===== config.mk =====
export PLATFORM = sky130hd
export DESIGN_NAME = eth_ingress_steer
export DESIGN_NICKNAME = d
export VERILOG_FILES = /design/src/rtl/ings_pkg.sv /design/src/rtl/ings_hdr_store.sv /design/src/rtl/ings_match.sv /design/src/rtl/ings_steer.sv /design/src/rtl/eth_ingress_steer.sv
export SDC_FILE = /design/constraint.sdc
export NUM_CORES = 1
export LEC_CHECK = 0
export ABC_CLOCK_PERIOD_IN_PS = 4500
export BUFFER_PORTS_ARGS = -buffer_cell sky130_fd_sc_hd__buf_2
export CORE_MARGIN = 8
export CORE_UTILIZATION = 25
export DETAILED_ROUTE_END_ITERATION = 8
export SYNTH_ARGS = -nofsm -noshare
export SYNTH_HDL_FRONTEND = slang
export SYNTH_SLANG_ARGS = --single-unit
export TNS_END_PERCENT = 5

===== constraint.sdc =====
create_clock -name clk -period 4.5 [get_ports clk]
set_clock_uncertainty 0.2 [all_clocks]
set_input_delay 0.225 -clock clk [delete_from_list [all_inputs] [get_ports clk]]
set_output_delay 0.225 -clock clk [all_outputs]
set_load 0.01 [all_outputs]

===== src/rtl/ings_pkg.sv =====
`timescale 1ns/1ps
package ings_pkg;
  localparam int BYTE_W    = 8;
  localparam int MAC_BYTES = 6;
  localparam int ETH_HDR   = 14;
  localparam int IP_HDR    = 20;
  localparam int UDP_HDR   = 8;
  localparam int HDR_LEN   = ETH_HDR + IP_HDR + UDP_HDR;
  localparam int CNT_W     = $clog2(HDR_LEN + 1);

  // byte offsets inside the captured header
  localparam int OFF_ETYPE = 2 * MAC_BYTES;
  localparam int OFF_VIHL  = ETH_HDR;
  localparam int OFF_PROTO = ETH_HDR + 9;
  localparam int OFF_DIP   = ETH_HDR + 16;
  localparam int OFF_DPORT = ETH_HDR + IP_HDR + 2;

  localparam logic [15:0] ETYPE_IPV4 = 16'h0800;
  localparam logic [7:0]  VIHL_PLAIN = 8'h45;
  localparam logic [7:0]  PROTO_UDP  = 8'd17;

  typedef enum logic [1:0] {
    RT_DROP = 2'd0,
    RT_CORE = 2'd1,
    RT_STRM = 2'd2
  } route_e;

  typedef enum logic [2:0] {
    ST_CAP    = 3'd0,
    ST_DEC    = 3'd1,
    ST_REPLAY = 3'd2,
    ST_PASS   = 3'd3,
    ST_DRAIN  = 3'd4
  } state_e;
endpackage


===== src/rtl/ings_hdr_store.sv =====
`timescale 1ns/1ps
module ings_hdr_store
  import ings_pkg::*;
#(
  parameter int LEN = HDR_LEN,
  parameter int CW  = CNT_W
) (
  input  logic              clk,
  input  logic              rst_n,
  input  logic              wr_en,
  input  logic [BYTE_W-1:0] wr_byte,
  input  logic              clr,
  output logic [BYTE_W-1:0] hdr [LEN],
  output logic [CW-1:0]     cnt
);
  always_ff @(posedge clk) begin
    if (!rst_n)      cnt <= '0;
    else if (clr)    cnt <= '0;
    else if (wr_en)  cnt <= cnt + 1'b1;
  end

  for (genvar g = 0; g < LEN; g++) begin : g_slot
    localparam logic [CW-1:0] SLOT = CW'(g);
    always_ff @(posedge clk) begin
      if (!rst_n)                      hdr[g] <= '0;
      else if (wr_en && cnt == SLOT)   hdr[g] <= wr_byte;
    end
  end


  cap_bound_chk: assert property (@(posedge clk) disable iff (!rst_n)
    (cnt == CW'(LEN)) |=> (cnt == '0 || cnt == CW'(LEN)));
endmodule


===== src/rtl/ings_match.sv =====
`timescale 1ns/1ps
module ings_match
  import ings_pkg::*;
#(
  parameter int          LEN  = HDR_LEN,
  parameter int          CW   = CNT_W,
  parameter logic [15:0] PORT = 16'd1000
) (
  input  logic [BYTE_W-1:0] hdr [LEN],
  input  logic [CW-1:0]     len,
  input  logic [47:0]       local_mac,
  input  logic [31:0]       local_ip,
  output route_e            route,
  output logic              short_err
);
  localparam logic [CW-1:0] N_MAC = CW'(MAC_BYTES);
  localparam logic [CW-1:0] N_ETH = CW'(ETH_HDR);
  localparam logic [CW-1:0] N_ALL = CW'(LEN);

  logic [47:0] dst;
  logic [31:0] dip;
  logic [15:0] etype, dport;
  logic        mac_ok, have_eth, full, is_ip, hit;

  always_comb begin
    for (int k = 0; k < MAC_BYTES; k++) dst[47 - 8*k -: 8] = hdr[k];
    for (int k = 0; k < 4; k++)         dip[31 - 8*k -: 8] = hdr[OFF_DIP + k];
    etype    = {hdr[OFF_ETYPE], hdr[OFF_ETYPE + 1]};
    dport    = {hdr[OFF_DPORT], hdr[OFF_DPORT + 1]};
    mac_ok   = (len >= N_MAC) && ((dst == local_mac) || (&dst));
    have_eth = (len >= N_ETH);
    full     = (len == N_ALL);
    is_ip    = have_eth && (etype == ETYPE_IPV4);
    hit      = is_ip && full && (hdr[OFF_VIHL] == VIHL_PLAIN) &&
               (hdr[OFF_PROTO] == PROTO_UDP) && (dip == local_ip) &&
               (dport == PORT);
    short_err = !have_eth || (is_ip && !full);
    if (!mac_ok)   route = RT_DROP;
    else if (hit)  route = RT_STRM;
    else           route = RT_CORE;
  end
endmodule


===== src/rtl/ings_steer.sv =====
`timescale 1ns/1ps
module ings_steer
  import ings_pkg::*;
#(
  parameter int LEN = HDR_LEN,
  parameter int CW  = CNT_W
) (
  input  logic              clk,
  input  logic              rst_n,
  input  logic              ctx_mode,
  input  logic              in_valid,
  input  logic [BYTE_W-1:0] in_data,
  input  logic              in_last,
  output logic              in_ready,
  output logic              cap_wr,
  output logic              cap_clr,
  input  logic [CW-1:0]     cap_cnt,
  input  logic [BYTE_W-1:0] hdr [LEN],
  input  route_e            route,
  input  logic              short_err,
  output logic              core_valid,
  output logic [BYTE_W-1:0] core_data,
  output logic              core_last,
  output logic              core_err,
  input  logic              core_ready,
  output logic              strm_valid,
  output logic [BYTE_W-1:0] strm_data,
  output logic              strm_last,
  output logic              strm_ctx,
  input  logic              strm_ready
);
  localparam logic [CW-1:0] IDX_ET   = CW'(OFF_ETYPE);
  localparam logic [CW-1:0] N_ETH    = CW'(ETH_HDR);
  localparam logic [CW-1:0] LAST_IDX = CW'(LEN - 1);

  state_e          state_q, state_d;
  route_e          route_q;
  logic            err_q, ctx_q, done_q;
  logic [CW-1:0]   len_q, rd_idx;
  logic [CW-1:0]   rep_end;
  logic            at_end;
  logic [BYTE_W-1:0] rep_byte;
  logic            in_fire;

  assign rep_end  = (len_q < N_ETH) ? N_ETH : len_q;
  assign at_end   = (rd_idx == rep_end - 1'b1);
  assign rep_byte = (rd_idx < len_q) ? hdr[rd_idx] : '0;
  assign in_fire  = in_valid && in_ready;

  always_comb begin
    in_ready   = 1'b0;
    cap_wr     = 1'b0;
    cap_clr    = 1'b0;
    core_valid = 1'b0;
    core_data  = '0;
    core_last  = 1'b0;
    strm_valid = 1'b0;
    strm_data  = '0;
    strm_last  = 1'b0;
    unique case (state_q)
      ST_CAP: begin
        in_ready = 1'b1;
        cap_wr   = in_valid;
      end
      ST_DEC: cap_clr = 1'b1;
      ST_REPLAY: begin
        core_valid = 1'b1;
        core_data  = rep_byte;
        core_last  = done_q && at_end;
      end
      ST_PASS: begin
        if (route_q == RT_STRM) begin
          strm_valid = in_valid;
          strm_data  = in_data;
          strm_last  = in_last;
          in_ready   = strm_ready;
        end else begin
          core_valid = in_valid;
          core_data  = in_data;
          core_last  = in_last;
          in_ready   = core_ready;
        end
      end
      ST_DRAIN: in_ready = 1'b1;
      default: ;
    endcase
  end

  assign core_err = core_valid && err_q;
  assign strm_ctx = strm_valid && ctx_q;

  always_comb begin
    state_d = state_q;
    unique case (state_q)
      ST_CAP:
        if (in_fire && (in_last || cap_cnt == LAST_IDX)) state_d = ST_DEC;
      ST_DEC:
        unique case (route)
          RT_CORE: state_d = ST_REPLAY;
          RT_STRM: state_d = done_q ? ST_CAP : ST_PASS;
          default: state_d = done_q ? ST_CAP : ST_DRAIN;
        endcase
      ST_REPLAY:
        if (core_ready && at_end) state_d = done_q ? ST_CAP : ST_PASS;
      ST_PASS, ST_DRAIN:
        if (in_fire && in_last) state_d = ST_CAP;
      default: state_d = ST_CAP;
    endcase
  end

  always_ff @(posedge clk) begin
    if (!rst_n) begin
      state_q <= ST_CAP;
      route_q <= RT_DROP;
      err_q   <= 1'b0;
      ctx_q   <= 1'b0;
      done_q  <= 1'b0;
      len_q   <= '0;
      rd_idx  <= '0;
    end else begin
      state_q <= state_d;
      if (state_q == ST_CAP && in_fire) done_q <= in_last;
      if (state_q == ST_DEC) begin
        route_q <= route;
        err_q   <= short_err;
        ctx_q   <= ctx_mode;
        len_q   <= cap_cnt;
        rd_idx  <= IDX_ET;
      end
      if (state_q == ST_REPLAY && core_ready && !at_end) rd_idx <= rd_idx + 1'b1;
    end
  end


  one_sink_chk: assert property (@(posedge clk) disable iff (!rst_n)
    !(core_valid && strm_valid));


  route_hold_chk: assert property (@(posedge clk) disable iff (!rst_n)
    (state_q == ST_PASS && $past(state_q == ST_PASS)) |-> $stable(route_q));


  drop_quiet_chk: assert property (@(posedge clk) disable iff (!rst_n)
    (state_q == ST_DRAIN) |-> (!core_valid && !strm_valid));


  replay_hold_chk: assert property (@(posedge clk) disable iff (!rst_n)
    (state_q == ST_REPLAY && !core_ready) |=> (core_valid && $stable(core_data) && !in_ready));
endmodule


===== src/rtl/eth_ingress_steer.sv =====
`timescale 1ns/1ps
module eth_ingress_steer
  import ings_pkg::*;
#(
  parameter logic [15:0] UDP_PORT = 16'd1000
) (
  input  logic        clk,
  input  logic        rst_n,
  input  logic [47:0] local_mac,
  input  logic [31:0] local_ip,
  input  logic        ctx_mode,
  input  logic        in_valid,
  input  logic [7:0]  in_data,
  input  logic        in_last,
  output logic        in_ready,
  output logic        core_valid,
  output logic [7:0]  core_data,
  output logic        core_last,
  output logic        core_err,
  input  logic        core_ready,
  output logic        strm_valid,
  output logic [7:0]  strm_data,
  output logic        strm_last,
  output logic        strm_ctx,
  input  logic        strm_ready
);
  logic [BYTE_W-1:0] hdr [HDR_LEN];
  logic [CNT_W-1:0]  cap_cnt;
  logic              cap_wr, cap_clr, short_err;
  route_e            route;

  ings_hdr_store #(.LEN(HDR_LEN), .CW(CNT_W)) u_store (
    .clk(clk), .rst_n(rst_n), .wr_en(cap_wr), .wr_byte(in_data),
    .clr(cap_clr), .hdr(hdr), .cnt(cap_cnt)
  );

  ings_match #(.LEN(HDR_LEN), .CW(CNT_W), .PORT(UDP_PORT)) u_match (
    .hdr(hdr), .len(cap_cnt), .local_mac(local_mac), .local_ip(local_ip),
    .route(route), .short_err(short_err)
  );

  ings_steer #(.LEN(HDR_LEN), .CW(CNT_W)) u_steer (
    .clk(clk), .rst_n(rst_n), .ctx_mode(ctx_mode),
    .in_valid(in_valid), .in_data(in_data), .in_last(in_last), .in_ready(in_ready),
    .cap_wr(cap_wr), .cap_clr(cap_clr), .cap_cnt(cap_cnt), .hdr(hdr),
    .route(route), .short_err(short_err),
    .core_valid(core_valid), .core_data(core_data), .core_last(core_last),
    .core_err(core_err), .core_ready(core_ready),
    .strm_valid(strm_valid), .strm_data(strm_data), .strm_last(strm_last),
    .strm_ctx(strm_ctx), .strm_ready(strm_ready)
  );
endmodule


==> impl_metrics.env, run 1 <==
export IMPL_outcome="finished clean"
export IMPL_post_dp_hpwl_um=40100
export IMPL_drt_pass1_iter_count=6
export IMPL_row_count=97
export IMPL_clock_path_buffers=3
export IMPL_cts_sinks=362
export IMPL_power_per_cell_area_nw_per_um2=346
export IMPL_die_area_um2=79600
export IMPL_seq_area_um2=7260
export IMPL_ctsResizeCount=0
export IMPL_ys_ff_latch=362
export IMPL_async_flop_share=0
export IMPL_start_util=0.253
export IMPL_cp_top_family="multiplexers"
export IMPL_cp_common_cell="mux4_2"
export IMPL_tightest_slew_ns=1.22
export IMPL_min_period_ns=3.95
export IMPL_start_kind="flop"
export IMPL_clkSlewWorstSetupHoldPaths_ns=0.06
export IMPL_fmax_mhz=253
export IMPL_antennaDiodeCount=0
export IMPL_hold_viol=0
export IMPL_crit_required_ns=4.07
export IMPL_drc=0
export IMPL_dp_cells=2810
export IMPL_relSlewSlack=0.183
export IMPL_critical_path_max_fanout=47
export IMPL_slowest_stage="dfxtp_4"
export IMPL_crit_buf_inv=2
export IMPL_drt_initial_drc_count=1435
export IMPL_grt_usage=0.142
export IMPL_die_width_um=282
export IMPL_finalSetupViolCount=0
export IMPL_totalWireLength_um=58800
export IMPL_drive_gt1_frac=0.165
export IMPL_path_cells="buf_4 > mux4_2 > mux4_2 > mux2i_1 > o21ai_1 > buf_2"
export IMPL_critPathKind="reg2out"
export IMPL_ioPinCount=118
export IMPL_synth_edf_count=0
export IMPL_syn_instance_count=1869
export IMPL_clk_latency_ns=0.54
export IMPL_antenna_left=0
export IMPL_p_leak_nw=8.12
export IMPL_antenna_found_initial=0
export IMPL_root_buffer="clkbuf_16"
export IMPL_reg2reg_slack_ns=0.99
export IMPL_grt_pass1_wl_um=88300
export IMPL_netlist_area_um2=17700
export IMPL_multi_input_area_um2=9780
export IMPL_endpoint_kind="primary output"
export IMPL_rsz0062_at_grt="false"
export IMPL_grt_pass1_vias=13800
export IMPL_coreArea_um2=70100
export IMPL_post_drt_wl_per_cell_um=20.4
export IMPL_final_max_slew_viol_count=0
export IMPL_ys_flop_type="dfxtp_1"
export IMPL_cts_setup_buffers=0
export IMPL_nFillCells=7446
export IMPL_final_nets=2022
export IMPL_h_tree_depth=2
export IMPL_syn_to_final_growth_pct=16.2
export IMPL_overflow=0
export IMPL_gp_congestion=0.862
export IMPL_die_h_um=282
export IMPL_critPathMaxStageDelay_ns=0.91
export IMPL_grt_start_max_net_pins=169
export IMPL_ir_drop_mv=0.220
export IMPL_hp_class="in2reg"
export IMPL_yosys_warnings=0
export IMPL_via_count=14500
export IMPL_setup_tns_ns=0
export IMPL_syn_nets=1975
export IMPL_finalCritPeriodShare=0.877
export IMPL_cts_buffers=39
export IMPL_yosysUniqueCellTypes=67
export IMPL_p_total_mw=7.12
export IMPL_drt_vias_per_instance=5.04
export IMPL_maxCapViolCount=0
export IMPL_port_buffer_count=117
export IMPL_synth_avg_cell_area_um2=9.48
export IMPL_crit_arrival_ns=3.52
export IMPL_layout_cells_non_filler=2884
export IMPL_cts_tree="built"
export IMPL_yosysSeqAreaShare=0.409
==> power by group <==
group / internal [mW] / switching, mW / total [mW]
Combinational: 0.153 / 0.304 / 0.457
Clock: 2.06 / 1.34 / 3.40
Sequential: 3.22 / 0.0427 / 3.27
==> per-layer routing <==
layer  wire (um)  part of all wire  track usage
met5           0                 0            0
met2       26800              0.46        0.226
met4        2430             0.041       0.0576
met3        4750             0.081       0.0308
met1       24900              0.42        0.187
==> per-stage QoR <==
step / hold slack [ns] / cell area [um2] / util / worst slack (ns)
after floorplan: 0.143 / 17700 / - / 1.83
after global placement: 0.239 / 19200 / 0.273 / 1.05
after detailed placement: 0.245 / 19200 / 0.273 / 1.06
after CTS: 0.0134 / 20600 / 0.293 / 0.518
after global routing: 0.0630 / 20600 / 0.293 / 0.378
final: 0.0419 / 20600 / 0.293 / 0.552
==> synth_stat cells, types with 3 or more instances <==
cell / number / area (um2)
nand2_1: 149 / 559
buf_4: 5 / 37.5
nor3_1: 6 / 30.0
nor2b_1: 7 / 43.8
nor3b_1: 5 / 37.5
a21o_1: 3 / 22.5
a22oi_1: 6 / 45.0
mux2i_1: 270 / 2700
a221o_1: 3 / 30.0
clkinv_1: 5 / 18.8
ha_1: 11 / 138
a22o_1: 3 / 26.3
clkbuf_1: 126 / 473
nor4_1: 17 / 106
o221ai_1: 5 / 43.8
buf_1: 7 / 26.3
buf_2: 13 / 65.1
nor2_1: 269 / 1010
nand3_1: 72 / 360
o31ai_1: 3 / 22.5
nand3b_1: 6 / 45.0
nor2_2: 6 / 37.5
or3b_1: 3 / 26.3
inv_1: 14 / 52.6
o21ai_1: 6 / 30.0
a21oi_1: 124 / 621
a211oi_1: 4 / 30.0
mux4_2: 79 / 1780
nand2b_1: 6 / 37.5
and2_1: 15 / 93.8
o21ai_0: 66 / 330
o22ai_1: 17 / 106
and3_1: 6 / 37.5
o211ai_1: 3 / 22.5
mux2_2: 6 / 67.6
dfxtp_1: 362 / 7250
xor2_1: 35 / 307
xnor2_1: 52 / 455
nand4_1: 35 / 219
==> repair_timing <==
item / in CTS / in global routing
hold endpoints to repair: 22 / 0
hold buffers: 5 / 0
endpoints found under the setup margin: 0 / 0
==> worst paths after layout <==
| kind | cells past startpoint | end | startpoint |
|---|---|---|---|
| setup reg to reg | 9 | u_steer.state_q[0] | u_store.cnt[1] |
| hold / removal | 5 | u_steer.state_q[1] | in_valid |
| setup / recovery | 6 | core_data[1] | u_steer.rd_idx[0] |
| hold reg to reg | 2 | u_steer.ctx_q | u_steer.ctx_q |
==> cells in the final DEF (no fill, tap or decap), types with 6 or more instances in the layout <==
cell type / instances
clkbuf_1: 7
nand2b_1: 6
xnor2_1: 52
ha_1: 11
nand3b_1: 6
o22ai_1: 17
nor3_1: 6
a21oi_1: 124
and3_1: 6
nand2_1: 149
a22oi_1: 6
and2_1: 15
nand3_1: 72
mux2_2: 6
xor2_1: 35
buf_4: 34
inv_1: 13
o21ai_1: 6
buf_2: 117
nor4_1: 17
clkbuf_8: 10
nor2_2: 6
nor2b_1: 7
o21ai_0: 66
nand4_1: 35
mux4_2: 79
clkbuf_16: 41
nor2_1: 269
dfxtp_1: 358
mux2i_1: 270
==> state kept, by name (all words and copies together), names as in the netlist, 2 cells and up <==
name / cells
u_steer.rd_idx: 6
u_steer.len_q: 6
u_steer.state_q: 3
u_store.hdr: 336
u_store.cnt: 6
u_steer.route_q: 2
==> worst reg2reg max path: cells and delay by family (launching register included) <==
| kind | cells | cell delay [ns] |
|---|---|---|
| compound gates | 1 | 0.22 |
| flops | 1 | 0.51 |
| fa+ha+maj | 1 | 0.21 |
| simple gates | 6 | 2.02 |
| buf+inv | 1 | 0.25 |
==> kinds of logic after synthesis <==
kind of cell	Yosys count	share of synthesized area
multiplexers	357	0.259
adder cells (fa/ha/maj)	11	0.00777
buffers and inverters	173	0.0391
AND/OR/NAND/NOR	618	0.158
AO/OA/AOI/OAI	261	0.0841
flip-flops	362	0.409
XOR/XNOR	87	0.0430
==> final cells by class <==
| cell class | count | area share |
|---|---|---|
| clock buffer | 58 | 0.0578 |
| clock inverter | 11 | 0.00802 |
| inverter | 21 | 0.00419 |
| multi-input combinational | 1334 | 0.475 |
| sequential | 362 | 0.353 |
| tap | 940 | 0.0571 |
| timing repair buffer | 158 | 0.0452 |
Note: power is estimated with default switching activity, not from simulation.
==> inputs of run 2 (changes only) <==
--- a/config.mk
+++ b/config.mk
@@ -5,7 +5,7 @@
 export SDC_FILE = /design/constraint.sdc
 export NUM_CORES = 1
 export LEC_CHECK = 0
-export ABC_CLOCK_PERIOD_IN_PS = 4500
+export ABC_CLOCK_PERIOD_IN_PS = 4100
 export BUFFER_PORTS_ARGS = -buffer_cell sky130_fd_sc_hd__buf_2
 export CORE_MARGIN = 8
 export CORE_UTILIZATION = 25
==> constraint.sdc (replaced) <==
create_clock -name clk -period 4.1 [get_ports clk]
set_clock_uncertainty 0.2 [all_clocks]
set_input_delay 0.205 -clock clk [delete_from_list [all_inputs] [get_ports clk]]
set_output_delay 0.205 -clock clk [all_outputs]
set_load 0.01 [all_outputs]
==> impl_metrics.env, run 2 (synthesis results as in run 1) <==
export IMPL_regMostFlops="u_store.hdr"
export IMPL_overflow=0
export IMPL_root_buffer="clkbuf_16"
export IMPL_grt_pass1_vias=13800
export IMPL_ir_drop_mv=0.217
export IMPL_place_area_um2=19300
export IMPL_final_max_slew_viol_count=0
export IMPL_holdCritStartpoint="in_valid"
export IMPL_drt_initial_drc_count=1227
export IMPL_setup_worst_path_end="core_data[0]"
export IMPL_crit_arrival_ns=3.55
export IMPL_min_period_ns=3.96
export IMPL_holdWs_ns=0.0353
export IMPL_cts_buffers=38
export IMPL_pwr_share_clk=0.472
export IMPL_dp_cells=2824
export IMPL_grt_usage=0.140
export IMPL_crit_required_ns=3.69
export IMPL_die_width_um=282
export IMPL_antennaDiodeCount=0
export IMPL_critical_path_max_fanout=41
export IMPL_power_frac_seq=0.463
export IMPL_clk_latency_ns=0.54
export IMPL_regToRegStartpoint="u_store.cnt[1]"
export IMPL_via_count=14500
export IMPL_endpoint_kind="primary output"
export IMPL_clock_path_buffers=3
export IMPL_tightest_slew_ns=0.995
export IMPL_power_per_cell_area_nw_per_um2=374
export IMPL_start_kind="flop"
export IMPL_die_area_um2=79600
export IMPL_h_tree_depth=2
export IMPL_largest_reg_flops=336
export IMPL_grt_util_met3=0.0267
export IMPL_start_util=0.253
export IMPL_drt_vias_per_instance=5.00
export IMPL_layout_commonest_cell="dfxtp_1"
export IMPL_fin_ws_ns=0.143
export IMPL_antenna_found_initial=0
export IMPL_hp_class="in2reg"
export IMPL_row_count=97
export IMPL_drc=0
export IMPL_cts_setup_buffers=0
export IMPL_drt_pass1_iter_count=5
export IMPL_intPower_mw=5.89
export IMPL_reg2reg_slack_ns=0.79
export IMPL_dp_slack_ns=0.721
export IMPL_cts_tree="built"
export IMPL_use_met2=0.228
export IMPL_finalCritPeriodShare=0.965
export IMPL_fmax_mhz=253
export IMPL_p_sw_mw=1.85
export IMPL_syn_to_final_growth_pct=16.7
export IMPL_finalSetupViolCount=0
export IMPL_antenna_left=0
export IMPL_p_comb_frac=0.065
export IMPL_p_leak_nw=8.18
export IMPL_grt_pass1_wl_um=87600
export IMPL_crit_start="u_steer.rd_idx[0]"
export IMPL_maxCapViolCount=0
export IMPL_switching_share=0.239
export IMPL_drive_gt1_frac=0.171
export IMPL_p_total_mw=7.74
export IMPL_layout_cells_non_filler=2898
export IMPL_post_route_cell_area_um2=20700
export IMPL_relSlewSlack=0.334
export IMPL_r2r_end="u_steer.state_q[0]"
export IMPL_gp_congestion=0.892
export IMPL_rr_worst_depth=9
export IMPL_outcome="finished clean"
export IMPL_die_h_um=282
export IMPL_ioPinCount=118
export IMPL_grt_start_max_net_pins=133
export IMPL_post_dp_hpwl_um=40000
export IMPL_grt_busiest_layer="met2"
export IMPL_rsz0062_at_grt="false"
export IMPL_hold_viol=0
export IMPL_critPathKind="reg2out"
export IMPL_post_drt_wl_per_cell_um=20.1
export IMPL_final_nets=2036
export IMPL_nFillCells=7395
export IMPL_clkSlewWorstSetupHoldPaths_ns=0.06
export IMPL_final_util=0.295
export IMPL_layout_common_cells="dfxtp_1, mux2i_1, nor2_1, nand2_1, a21oi_1"
export IMPL_coreArea_um2=70100
export IMPL_setup_tns_ns=0
export IMPL_totalWireLength_um=58200
export IMPL_cts_sinks=362
export IMPL_port_buffer_count=117
export IMPL_grtUsageMet1=0.184
[run 2: what timing repair did]
action / in CTS / in global routing
endpoints found under the hold margin: 22 / 0
resized for setup: 0 / 0
hold buffers: 6 / 0
[run 2: critical path, cell delays in order, from the launching register on]
cell,delay (ns)
dfxtp_4,0.86
buf_12,0.27
buf_4,0.26
mux4_2,0.52
mux2i_1,0.19
o22ai_1,0.13
a22oi_1,0.17
o21ai_0,0.29
buf_2,0.27
[run 2: area by class of cell]
type                       instances  area, um2  share of cell area
clock inverter                    13        173             0.00835
tap                              940       1180              0.0569
sequential                       362       7260               0.351
multi-input combinational       1334       9780               0.473
timing repair buffer             173       1070              0.0518
inverter                          21       86.3             0.00417
clock buffer                      55       1140              0.0549
[run 2: worst min-delay path by stage]
| stage | slack (ns) | cells after the start | endpoint |
|---|---|---|---|
| 2_1_floorplan | 0.12 | 1 | u_steer.route_q[1] |
| 3_3_place_gp | 0.24 | 2 | u_steer.ctx_q |
| 3_5_place_dp | 0.24 | 2 | u_steer.ctx_q |
| 4_1_cts | 0.01 | 5 | u_steer.state_q[1] |
| 5_1_grt | 0.07 | 3 | u_store.hdr[32] |
| 6_report | 0.04 | 5 | u_steer.state_q[1] |
[run 2: power groups by stage]
stage	Clock (mW)	Combinational [mW]	Sequential, mW
floorplan	0	0.306	3.64
global placement	0	0.492	3.66
detailed placement	0	0.490	3.66
CTS	3.71	0.497	3.58
global route	3.84	0.528	3.59
finish	3.65	0.502	3.58
[run 2: routing by layer]
layer | share of wire | up-vias
met5 | 0 | -
met4 | 0.032 | 0
met3 | 0.078 | 103
met2 | 0.46 | 555
met1 | 0.43 | 7095
li1 | - | 6743
==> inputs of run 3 (changes only) <==
--- a/config.mk
+++ b/config.mk
@@ -10,6 +10,7 @@
 export CORE_MARGIN = 8
 export CORE_UTILIZATION = 25
 export DETAILED_ROUTE_END_ITERATION = 8
+export REMOVE_ABC_BUFFERS = 1
 export SYNTH_ARGS = -nofsm -noshare
 export SYNTH_HDL_FRONTEND = slang
 export SYNTH_SLANG_ARGS = --single-unit
==> impl_metrics.env, run 3 (synthesis results as in run 1) <==
export IMPL_drt_vias_per_instance=4.99
export IMPL_ioPinCount=118
export IMPL_die_h_um=282
export IMPL_antenna_left=0
export IMPL_power_per_cell_area_nw_per_um2=376
export IMPL_rr_worst_depth=9
export IMPL_grt_start_max_net_pins=159
export IMPL_drt_initial_drc_count=1686
export IMPL_r2r_end="u_steer.state_q[0]"
export IMPL_start_kind="flop"
export IMPL_syn_to_final_growth_pct=17.0
export IMPL_ctsResizeCount=0
export IMPL_intPower_mw=5.86
export IMPL_post_route_cell_area_um2=20700
export IMPL_hold_depth=5
export IMPL_die_area_um2=79600
export IMPL_totalWireLength_um=58600
export IMPL_clk_latency_ns=0.57
export IMPL_finalSetupViolCount=0
export IMPL_drt_pass1_iter_count=6
export IMPL_row_count=97
export IMPL_crit_required_ns=3.69
export IMPL_maxCapViolCount=0
export IMPL_start_util=0.253
export IMPL_grtUsageMet1=0.199
export IMPL_post_drt_wl_per_cell_um=20.2
export IMPL_hold_end="u_steer.state_q[1]"
export IMPL_drc=0
export IMPL_p_leak_nw=8.19
export IMPL_final_util=0.296
export IMPL_antenna_found_initial=4
export IMPL_cts_tree="built"
export IMPL_final_nets=2035
export IMPL_place_area_um2=19300
export IMPL_min_period_ns=3.72
export IMPL_tightest_slew_ns=1.14
export IMPL_p_sw_mw=1.93
export IMPL_gp_congestion=0.842
export IMPL_endpoint_kind="primary output"
export IMPL_clkSlewWorstSetupHoldPaths_ns=0.06
export IMPL_hp_class="in2reg"
export IMPL_critical_path_max_fanout=33
export IMPL_root_buffer="clkbuf_16"
export IMPL_cts_sinks=362
export IMPL_fmax_mhz=269
export IMPL_layout_common_cells="dfxtp_1, mux2i_1, nor2_1, nand2_1, a21oi_1"
export IMPL_finalCritPeriodShare=0.907
export IMPL_overflow=0
export IMPL_crit_arrival_ns=3.31
export IMPL_cts_setup_buffers=0
export IMPL_coreArea_um2=70100
export IMPL_use_met2=0.225
export IMPL_ir_drop_mv=0.267
export IMPL_holdCritStartpoint="in_valid"
export IMPL_reg2reg_slack_ns=1.03
export IMPL_grt_usage=0.142
export IMPL_hold_viol=0
export IMPL_switching_share=0.247
export IMPL_regMostFlops="u_store.hdr"
export IMPL_p_comb_frac=0.066
export IMPL_grt_pass1_wl_um=88100
export IMPL_critPathKind="reg2out"
export IMPL_outcome="finished clean"
export IMPL_final_max_slew_viol_count=0
export IMPL_post_dp_hpwl_um=40800
export IMPL_power_frac_seq=0.459
export IMPL_port_buffer_count=117
export IMPL_die_width_um=282
export IMPL_grt_busiest_layer="met2"
export IMPL_rsz0062_at_grt="false"
export IMPL_largest_reg_flops=336
export IMPL_h_tree_depth=2
export IMPL_pwr_share_clk=0.475
export IMPL_relSlewSlack=0.243
export IMPL_regToRegStartpoint="u_store.cnt[1]"
export IMPL_drive_gt1_frac=0.171
export IMPL_grt_util_met3=0.0240
export IMPL_clock_path_buffers=3
export IMPL_cts_buffers=40
export IMPL_layout_commonest_cell="dfxtp_1"
export IMPL_via_count=14500
export IMPL_grt_pass1_vias=13600
-- run 3: changes by cell type in the layout (fill, tap and decap cells not counted), sizes merged --
| cell | delta |
|---|---|
| bufinv | -2 |
| buf | -5 |
| clkinvlp | +2 |
| clkinv | +4 |
| diode | +3 |
| clkbuf | -1 |
| dlygate4sd3 | +2 |
-- run 3: how the worst max path moves through the flow --
stage / to / cells after the start / from
floorplan: u_steer.rd_idx[4] / 4 / rst_n
global placement: core_data[2] / 6 / u_steer.rd_idx[0]
detailed placement: core_data[2] / 8 / u_steer.rd_idx[1]
CTS: core_data[2] / 9 / u_steer.rd_idx[0]
global route: core_data[6] / 8 / u_steer.rd_idx[2]
finish: core_data[2] / 8 / u_steer.rd_idx[1]
-- run 3: area by class of cell --
type | instances | area [um2]
multi-input cells | 1334 | 9780
clock inverters | 17 | 185
flip-flops and latches | 362 | 7260
diodes | 3 | 7.51
well taps | 940 | 1180
clock buffers | 54 | 1180
fillers | 7389 | 49400
inverters | 21 | 86.3
repair buffers | 170 | 1070
-- run 3: critical path: stages, from the launching register on --
cell and delay, ns:
dfxtp_4 0.65, ha_1 0.32, a21o_1 0.15, a21oi_1 0.16, o2111ai_1 0.20, nor3b_1 0.79
a22oi_1 0.13, o21ai_0 0.18, buf_2 0.19
-- run 3: what timing repair did --
action / in CTS / in global routing
hold endpoints to repair: 52 / 0
hold buffers: 8 / 0
endpoints found under the setup margin: 0 / 0
-- run 3: routing by layer --
layer | vias to the layer above | wire [um] | share of wire
met2 | 541 | 27000 | 0.46
met4 | 0 | 1310 | 0.022
li1 | 6745 | - | -
met3 | 88 | 4450 | 0.076
met5 | - | 0 | 0
met1 | 7100 | 25900 | 0.44
-- run 3: power groups by stage --
stage          combinational, mW  clock (mW)  sequential [mW]
2_1_floorplan              0.228           0             3.65
3_3_place_gp               0.505           0             3.65
3_5_place_dp               0.505           0             3.65
4_1_cts                    0.513        3.76             3.57
5_1_grt                    0.543        3.92             3.57
6_report                   0.517        3.70             3.57
-- run 3: through the flow --
step | TNS (ns) | worst slack [ns] | total power, mW | hold slack, ns | cells
floorplan | -596.54 | -1.87 | 3.88 | 0.123 | 1717
global placement | 0 | 0.977 | 4.16 | 0.244 | 2819
detailed placement | 0 | 0.952 | 4.16 | 0.248 | 2819
CTS | 0 | 0.380 | 7.85 | 0.00403 | 2898
global route | 0 | 0.00551 | 8.03 | 0.0119 | 2899
finish | 0 | 0.382 | 7.79 | 0.0235 | 2901
